<file path="config.mk">
export PLATFORM = sky130hd
export DESIGN_NAME = iso_in_ep_buf
export DESIGN_NICKNAME = d
export VERILOG_FILES = /design/src/rtl/iso_in_pkg.sv /design/src/rtl/iso_in_bank.sv /design/src/rtl/iso_in_ctrl.sv /design/src/rtl/iso_in_ep_buf.sv
export SDC_FILE = /design/constraint.sdc
export NUM_CORES = 1
export LEC_CHECK = 0
export ABC_AREA = 1
export CORE_MARGIN = 10
export CORE_UTILIZATION = 55
export DETAILED_ROUTE_END_ITERATION = 7
export GPL_ROUTABILITY_DRIVEN = 1
export PLACE_DENSITY_LB_ADDON = 0.05
export REMOVE_ABC_BUFFERS = 1
export SLEW_MARGIN = 10
export SYNTH_ARGS = -nofsm -noshare
export SYNTH_HDL_FRONTEND = slang
export SYNTH_SLANG_ARGS = --single-unit
</file>
<file path="constraint.sdc">
create_clock -name clk -period 2.8 [get_ports clk]
set_clock_uncertainty 0.05 [all_clocks]
set_input_delay 0.42 -clock clk [delete_from_list [all_inputs] [get_ports clk]]
set_output_delay 0.42 -clock clk [all_outputs]
set_load 0.02 [all_outputs]
</file>
<file path="src/rtl/iso_in_pkg.sv">
// Shared types for the isochronous IN endpoint buffer.
// Assumes byte-wide CPU and serializer data paths.
package iso_in_pkg;
    typedef logic [7:0] byte_t;
    localparam int unsigned NUM_BANKS = 2;
endpackage

</file>
<file path="src/rtl/iso_in_bank.sv">
// One transmit byte buffer with a fill counter.
// Writes append at the fill count. Writes past DEPTH are dropped.
// A clear resets the count; a write in the clear cycle lands at index 0.
// The read side is combinational and returns 0 at or past the fill count.
// Assumes DEPTH >= 2.
module iso_in_bank
    import iso_in_pkg::*;
#(
    parameter int unsigned DEPTH = 64,
    parameter int unsigned CW    = $clog2(DEPTH + 1)
) (
    input  logic          clk,
    input  logic          rst_n,
    input  logic          clr,
    input  logic          wr_en,
    input  byte_t         wr_data,
    input  logic [CW-1:0] rd_addr,
    output logic [CW-1:0] count,
    output byte_t         rd_data
);
    localparam int unsigned AW = $clog2(DEPTH);
    localparam logic [CW-1:0] DEPTH_C = CW'(DEPTH);

    byte_t         mem [DEPTH];
    logic          room;
    logic [AW-1:0] wr_idx;

    assign room   = (count < DEPTH_C);
    assign wr_idx = clr ? '0 : count[AW-1:0];

    // Fill counter: cleared by clr, advanced by each accepted write.
    always_ff @(posedge clk) begin
        if (!rst_n) begin
            count <= '0;
        end else if (clr) begin
            count <= wr_en ? CW'(1) : '0;
        end else if (wr_en && room) begin
            count <= count + CW'(1);
        end
    end

    // Storage write: only accepted bytes are stored.
    always_ff @(posedge clk) begin
        if (wr_en && (clr || room)) begin
            mem[wr_idx] <= wr_data;
        end
    end

    // Read port: valid bytes only, zero beyond the fill count.
    always_comb begin
        if (rd_addr < count) begin
            rd_data = mem[rd_addr[AW-1:0]];
        end else begin
            rd_data = '0;
        end
    end
endmodule

</file>
<file path="src/rtl/iso_in_ctrl.sv">
// Frame and transfer control for the isochronous IN buffer.
// Holds which bank the CPU fills, the drain state, the read position,
// the per-frame sent flag, the missed-transfer flag and the corruption pulse.
// Assumes sof, clear_ep, in_token and tx_done are single-cycle pulses.
module iso_in_ctrl #(
    parameter int unsigned CW = 7
) (
    input  logic          clk,
    input  logic          rst_n,
    input  logic          sof,
    input  logic          clear_ep,
    input  logic          in_token,
    input  logic          rd_strobe,
    input  logic          tx_done,
    input  logic [CW-1:0] bg_len,
    output logic          fg_sel,
    output logic          busy,
    output logic [CW-1:0] rd_ptr,
    output logic          miss,
    output logic          force_err
);
    logic sent;
    logic done_now;

    assign done_now = busy && tx_done;

    // Bank role: flip which bank the CPU fills at every frame pulse.
    always_ff @(posedge clk) begin
        if (!rst_n) begin
            fg_sel <= 1'b0;
        end else if (sof) begin
            fg_sel <= ~fg_sel;
        end
    end

    // Drain state: start on a token, end on done, sof or clear.
    always_ff @(posedge clk) begin
        if (!rst_n) begin
            busy <= 1'b0;
        end else if (sof || clear_ep || done_now) begin
            busy <= 1'b0;
        end else if (!busy && in_token && !sent) begin
            busy <= 1'b1;
        end
    end

    // Read position: reset at each start, advanced by strobes up to the length.
    always_ff @(posedge clk) begin
        if (!rst_n) begin
            rd_ptr <= '0;
        end else if (sof || clear_ep || !busy) begin
            rd_ptr <= '0;
        end else if (rd_strobe && !tx_done && (rd_ptr < bg_len)) begin
            rd_ptr <= rd_ptr + CW'(1);
        end
    end

    // Sent flag: one packet per frame, rearmed by the frame pulse.
    always_ff @(posedge clk) begin
        if (!rst_n) begin
            sent <= 1'b0;
        end else if (sof) begin
            sent <= 1'b0;
        end else if (done_now && !clear_ep) begin
            sent <= 1'b1;
        end
    end

    // Missed-transfer flag: decided at each frame pulse, held until the next.
    always_ff @(posedge clk) begin
        if (!rst_n) begin
            miss <= 1'b0;
        end else if (sof) begin
            miss <= !clear_ep && (bg_len != '0) && !(sent || done_now);
        end
    end

    // Corruption request: one cycle after a clear that hits a live transfer.
    always_ff @(posedge clk) begin
        if (!rst_n) begin
            force_err <= 1'b0;
        end else begin
            force_err <= clear_ep && busy;
        end
    end
endmodule

</file>
<file path="src/rtl/iso_in_ep_buf.sv">
// Double-buffered transmit store for one isochronous IN endpoint.
// The CPU fills the foreground bank. The serializer drains the background bank.
// The banks swap on sof, and the bank coming to the foreground is emptied.
// No handshake exists for this transfer type, so handshake status is tied low.
// Assumes the serializer takes one byte per rd_strobe and signals tx_done.
module iso_in_ep_buf
    import iso_in_pkg::*;
#(
    parameter int unsigned DEPTH = 64,
    parameter int unsigned LEN_W = $clog2(DEPTH + 1)
) (
    input  logic             clk,
    input  logic             rst_n,
    input  logic             sof,
    input  logic             clear_ep,
    input  logic             wr_en,
    input  logic [7:0]       wr_data,
    input  logic             in_token,
    input  logic             rd_strobe,
    input  logic             tx_done,
    output logic             tx_busy,
    output logic [LEN_W-1:0] tx_len,
    output logic [7:0]       tx_data,
    output logic             force_stuff_err,
    output logic             miss_in,
    output logic             hs_stall,
    output logic             hs_nak,
    output logic             hs_ack,
    output logic             hs_irq
);
    logic             fg_sel;
    logic [LEN_W-1:0] rd_ptr;
    logic [LEN_W-1:0] bank_cnt  [NUM_BANKS];
    byte_t            bank_rd   [NUM_BANKS];
    logic             bank_wr   [NUM_BANKS];
    logic             bank_clr  [NUM_BANKS];

    generate
        for (genvar b = 0; b < NUM_BANKS; b++) begin : g_bank
            logic is_fg;
            assign is_fg = (fg_sel == 1'(b));
            // Write steering: in a sof cycle, writes go to the bank about to become foreground.
            assign bank_wr[b]  = wr_en && !clear_ep && (sof ? !is_fg : is_fg);
            // Emptying: on a clear, or when this bank moves to the foreground.
            assign bank_clr[b] = clear_ep || (sof && !is_fg);

            iso_in_bank #(
                .DEPTH (DEPTH),
                .CW    (LEN_W)
            ) u_bank (
                .clk     (clk),
                .rst_n   (rst_n),
                .clr     (bank_clr[b]),
                .wr_en   (bank_wr[b]),
                .wr_data (wr_data),
                .rd_addr (rd_ptr),
                .count   (bank_cnt[b]),
                .rd_data (bank_rd[b])
            );
        end
    endgenerate

    // Serializer view: the background bank's length and current byte.
    assign tx_len  = bank_cnt[~fg_sel];
    assign tx_data = bank_rd[~fg_sel];

    iso_in_ctrl #(
        .CW (LEN_W)
    ) u_ctrl (
        .clk       (clk),
        .rst_n     (rst_n),
        .sof       (sof),
        .clear_ep  (clear_ep),
        .in_token  (in_token),
        .rd_strobe (rd_strobe),
        .tx_done   (tx_done),
        .bg_len    (tx_len),
        .fg_sel    (fg_sel),
        .busy      (tx_busy),
        .rd_ptr    (rd_ptr),
        .miss      (miss_in),
        .force_err (force_stuff_err)
    );

    // Handshake status: never produced for this transfer type.
    assign hs_stall = 1'b0;
    assign hs_nak   = 1'b0;
    assign hs_ack   = 1'b0;
    assign hs_irq   = 1'b0;
endmodule

</file>
# [Word level (Yosys, flattened, before mapping)]
# Memories as Yosys holds them, arrays and structs flattened. A register that Yosys moved wholly into a read port is not among the register bits.
# Cells that the tools add are included.
[word_totals] reg_bits=26 latch_bits=0 ram_bits=1024 rom_bits=0 in_bits=16 output_inout_bits=22 wordCells=86 memories=2
[classes] add_sub_neg=3 n_mul=0 div=0 magnitude_cmp=6 eq_ne=0 shifts=0 n_mux=26 bitwise_logic=3 reduce_logical=38
[memory_table] memory="g_bank[0].u_bank.mem" words=64 width=8 rd=1 rd_ports_with_merged_regs=1 write_ports=1 line_no="iso_in_bank.sv:24" source="byte_t mem [DEPTH];"
[memory_table] memory="g_bank[1].u_bank.mem" words=64 width=8 rd=1 rd_ports_with_merged_regs=1 write_ports=1 line_no="iso_in_bank.sv:24"
[op_table] op="7-bit 2-to-1 mux" n=7
[op_table] op="8-bit 2-to-1 mux" n=5
[op_table] op="6-bit 2-to-1 mux" n=6
[op_table] op="7-bit by 1-bit adder with 7-bit output (second input constant)" n=3
[op_table] op="7-bit less-than comparator" n=3
[op_table] op="1-bit logical AND" n=18
[op_table] op="7-bit less-than comparator (second input constant)" n=2
[op_table] op="1-bit logical OR" n=8
[op_table] op="1-bit 2-to-1 mux" n=8
[op_table] op="7-bit nonzero test" n=1
[op_table] op="1-bit zero test" n=6
[op_table] op="2-bit OR reduction" n=3
[op_table] op="2-bit nonzero test" n=2
[op_table] op="2-bit >= comparator (second input constant)" n=1
[op_table] op="1-bit inverter" n=2
[op_table] op="1-bit inverter with 2-bit output" n=1

# [Longest topological paths before layout]
[depth] word_depth=9 mapped_depth=14 ltp_nobuf=12

# [Cells and area by module]
# Synthesis repeated with hierarchy kept, for this count alone.
[hier_totals] cells_unflattened=3941 area_unflattened_um2=44188.6
[modules_own_cells] mod="iso_in_bank" n_inst=2 cells_each=1877 area_each_um2=21519.4 seq_area_each_um2=15514.9
[modules_own_cells] mod="iso_in_ctrl" n_inst=1 cells_each=124 area_each_um2=824.5 seq_area_each_um2=240.2
[modules_own_cells] mod="iso_in_ep_buf" n_inst=1 cells_each=63 area_each_um2=325.3 seq_area_each_um2=0.0

# [Worst setup path after synthesis]
# No wires, ideal clock.
[synth_path] path_type="reg-to-reg" start="register u_ctrl.fg_sel" end="memory g_bank[1].u_bank.mem[10][0] (netlist bit), enable pin" setup_time_ns=0.383 t_arrival_ns=2.061 required_ns=2.367 path_slack_ns=0.306 path_stages_with_launch=12 n_path_buf=0 period_less_slack_ns=2.494 cell_sequence="dfxtp_1 inv_1 ha_1 nor2_4 inv_2 nor2_1 inv_1 nor2_1 inv_1 nor2_1 inv_1 nor3_1"
[synth_via] elab_chain_len=7 word_cells_on_any_way=10 classes_between="4 x mux; 6 x reduce/logical"
[synth_rtl] element="from (decl)" line_no="iso_in_ctrl.sv:16" source="output logic fg_sel,"
[synth_rtl] element="from (signal assigned)" line_no="iso_in_ctrl.sv:32" source="fg_sel <= ~fg_sel;"
[synth_rtl] element="1-bit zero test" line_no="iso_in_ep_buf.sv:43, iso_in_ep_buf.sv:45"
[synth_rtl] element="1-bit logical AND" line_no="iso_in_ep_buf.sv:45" source="assign bank_clr[b] = clear_ep || (sof && !is_fg);"
[synth_rtl] element="1-bit logical OR" line_no="iso_in_ep_buf.sv:45"
[synth_rtl] element="1-bit logical OR" line_no="iso_in_bank.sv:44" source="if (wr_en && (clr || room)) begin"
[synth_rtl] element="1-bit logical AND" line_no="iso_in_bank.sv:44"
[synth_rtl] element="1-bit 2-to-1 mux" line_no="iso_in_bank.sv:44"
[synth_rtl] element="1-bit 2-to-1 mux (implied by the code)" line_no="iso_in_bank.sv:45" source="mem[wr_idx] <= wr_data;"
[synth_rtl] element="to (decl)" line_no="iso_in_bank.sv:24"
# Parallel ways exist; a longest one is shown, timed or not.

==> results.json <==
{
  "hold_violations": 0,
  "rsz0062_at_grt": "yes",
  "cts_tree": "built",
  "worst_setup_path_start_kind": "flop",
  "synth-seq-cells": 1056,
  "dr.pass1.iters": 6,
  "antenna_cells": 0,
  "min_period_over_period_pct": 118,
  "grt_overflow": 0,
  "post-route-util_pct": 67.4,
  "synth_warnings": 0,
  "num-nets-final": 4300,
  "crit_path_end_kind": "output pin",
  "p_leak_nw": 20.0,
  "synth_edf_count": 1024,
  "io-pin-count": 38,
  "numPortBuffers": 33,
  "die_y_um": 304,
  "die_area_mm2": 0.0924,
  "critical_path_class": "reg -> out",
  "tightestPinTransition_ns": 0.782,
  "yosysSeqAreaShare_pct": 70.7,
  "power.density_mw_per_mm2": 592,
  "slew-limit-headroom_pct": 47.9,
  "crit_arrival_ns": 2.84,
  "grt_max_degree": 77,
  "ys.flop_type": "edfxtp_1",
  "fin_setup_tns_ns": -3.91,
  "layout_commonest_cell": "nand2_1",
  "core_mm2": 0.0803,
  "numClockSinks": 1056,
  "viasPerCell": 5.86,
  "drtIter0Drc": 3440,
  "grt_util_all_layers_pct": 27.4,
  "hold_end": "g_bank[1].u_bank.mem[40][3]",
  "fill_cells": 5903,
  "cts_buffers": 106,
  "die_w_um": 304,
  "drive_above_1_share_pct": 20.4,
  "min-delay-start": "wr_data[3]",
  "regToRegEndpoint": "g_bank[0].u_bank.mem[53][6]",
  "grt_pass1_vias": 31000,
  "slew_violations": 0,
  "status": "complete, but fails checks",
  "syn2layout_area_growth_pct": 22.0,
  "insertion_delay_ns": 0.66,
  "grt_pass1_wl_mm": 194,
  "synthCells": 3906,
  "clockBufferDepth": 3,
  "hold_ws_ns": 0.164,
  "cts-root-buf": "clkbuf_16",
  "drc_errors": 0,
  "place_ws_ns": -0.589,
  "vdd_ir_drop_max_mv": 0.567,
  "ant_nets": 0,
  "routed_wl_mm": 131,
  "power_mw": 32.0,
  "initial_core_util_pct": 55.3,
  "regToRegStartpoint": "u_ctrl.fg_sel",
  "rows": 104,
  "hold_path.class": "in -> reg",
  "gp_congestion": 0.934,
  "setup_viol": 8,
  "wl_per_cell_um": 24.2,
  "htree_num_levels": 3,
  "cap_violations": 0,
  "min_period_ns": 3.31,
  "async_reset_ff_share_pct": 0,
  "antenna_found_initial": 1,
  "ff2ff_setup_slack_ns": 0.20,
  "worst_slack_ns": -0.510,
  "path_max_fanout": 6,
  "vias": 31700,
  "place_hpwl_mm": 81.1,
  "holdPathStages": 1,
  "synth_area_mm2": 0.0444,
  "clkTransAtPathRegs_ns": 0.06,
  "reg2regPathDepth": 12,
  "violations": "negative setup slack",
  "crit_required_ns": 2.33,
  "final_cell_mix": "nand2_1 (1,274), edfxtp_1 (1,024), nand3_1 (752)",
  "fmax_mhz": 302,
  "avgSynthCellArea_um2": 11.4,
  "yosysUniqueCellTypes": 41
}
-- cell usage after synthesis (all sizes together) (2+ instances only) --
| master | instances | area [um^2] |
|---|---|---|
| edfxtp | 1024 | 30700 |
| o21ai | 13 | 68.8 |
| a31oi | 2 | 12.5 |
| nand2 | 1383 | 5190 |
| dfxtp | 32 | 641 |
| a21oi | 29 | 156 |
| or2 | 3 | 18.8 |
| inv | 62 | 240 |
| a211oi | 2 | 20.0 |
| nand4 | 19 | 146 |
| nor2 | 165 | 634 |
| xor2 | 6 | 52.6 |
| o21a | 2 | 15.0 |
| nand3 | 889 | 4460 |
| buf | 208 | 1480 |
| clkinv | 3 | 11.3 |
| nor3 | 14 | 70.1 |
| ha | 23 | 288 |
| clkbuf | 21 | 78.8 |
-- per-stage QoR --
stage                     instance area (um^2)  cells
after floorplan                          42800   3680
after global placement                   48200   5149
after detailed placement                 48200   5149
after CTS                                53300   5393
after global routing                     54100   5407
final                                    54100   5407
-- state kept, by name (all words and copies together), names as in the netlist, named ones only --
signal	count
g_bank.u_bank.count	14
g_bank.u_bank.mem	1024
u_ctrl.busy	1
u_ctrl.fg_sel	1
u_ctrl.force_err	1
u_ctrl.miss	1
u_ctrl.rd_ptr	7
u_ctrl.sent	1
-- worst max-delay path by stage --
stage	endpoint	slack, ns	cells after the start
after CTS	tx_data[6]	-0.52	17
final	tx_data[2]	-0.51	16
after floorplan	tx_data[4]	-12.09	11
after global routing	tx_data[2]	-0.60	17
after global placement	tx_data[6]	-0.55	14
after detailed placement	tx_data[6]	-0.59	14
-- final cells by class --
class	instances	area, um^2	area share, %
Sequential cell	1056	31400	58.0
Clock buffer	127	2820	5.20
Tap cell	1060	1330	2.45
Clock inverter	67	572	1.06
Inverter	65	289	0.534
Timing Repair Buffer	471	5390	9.97
Multi-Input combinational cell	2559	12300	22.7
Timing Repair inverter	2	20.0	0.0370
-- layer usage --
metal	track usage (%)	routed length, um	up-vias
met2	44.2	62600	1461
met1	38.1	53600	15600
li1	-	-	14400
met3	4.11	11200	193
met5	0	0	-
met4	8.50	3480	0
-- timing repair --
action / 4_1_cts / 5_1_grt
pin swaps: 46 / 68
resized for setup: 243 / 150
gates cloned: 21 / 9
endpoints found under the setup margin: 26 / 57
hold buffers: 0 / 0
buffers inserted: 32 / 8
-- cells by family (layout without fill, tap and decap cells) --
group	after synthesis	after routing	share of synthesized area [%]
compound gates	51	51	0.665
xor+xnor	6	6	0.118
fa+ha+maj	23	23	0.648
buf+inv	294	732	4.09
flops	1056	1056	70.7
other cells	1	4	0.00845
simple gates	2475	2475	23.7
-- critical path, stage by stage (launching register included) --
cell     delay (ns)
dfxtp_4        0.36
buf_12         0.15
inv_16         0.05
buf_16         0.16
buf_4          0.15
buf_4          0.15
nand2_1        0.06
nand3_1        0.10
nand3_2        0.11
nand2_2        0.10
nand2_1        0.10
nand3_2        0.12
nand3_1        0.11
nand2_2        0.09
nand2_2        0.11
nand2_4        0.09
buf_6          0.14
-- report_power, final --
group          total (mW)  switching (mW)  internal (mW)
registers            17.3         0.00774           17.3
clock network        13.9            5.96           7.89
logic               0.821           0.593          0.228
total                32.0            6.56           25.5
No activity file was read; power rests on OpenSTA's default activity.
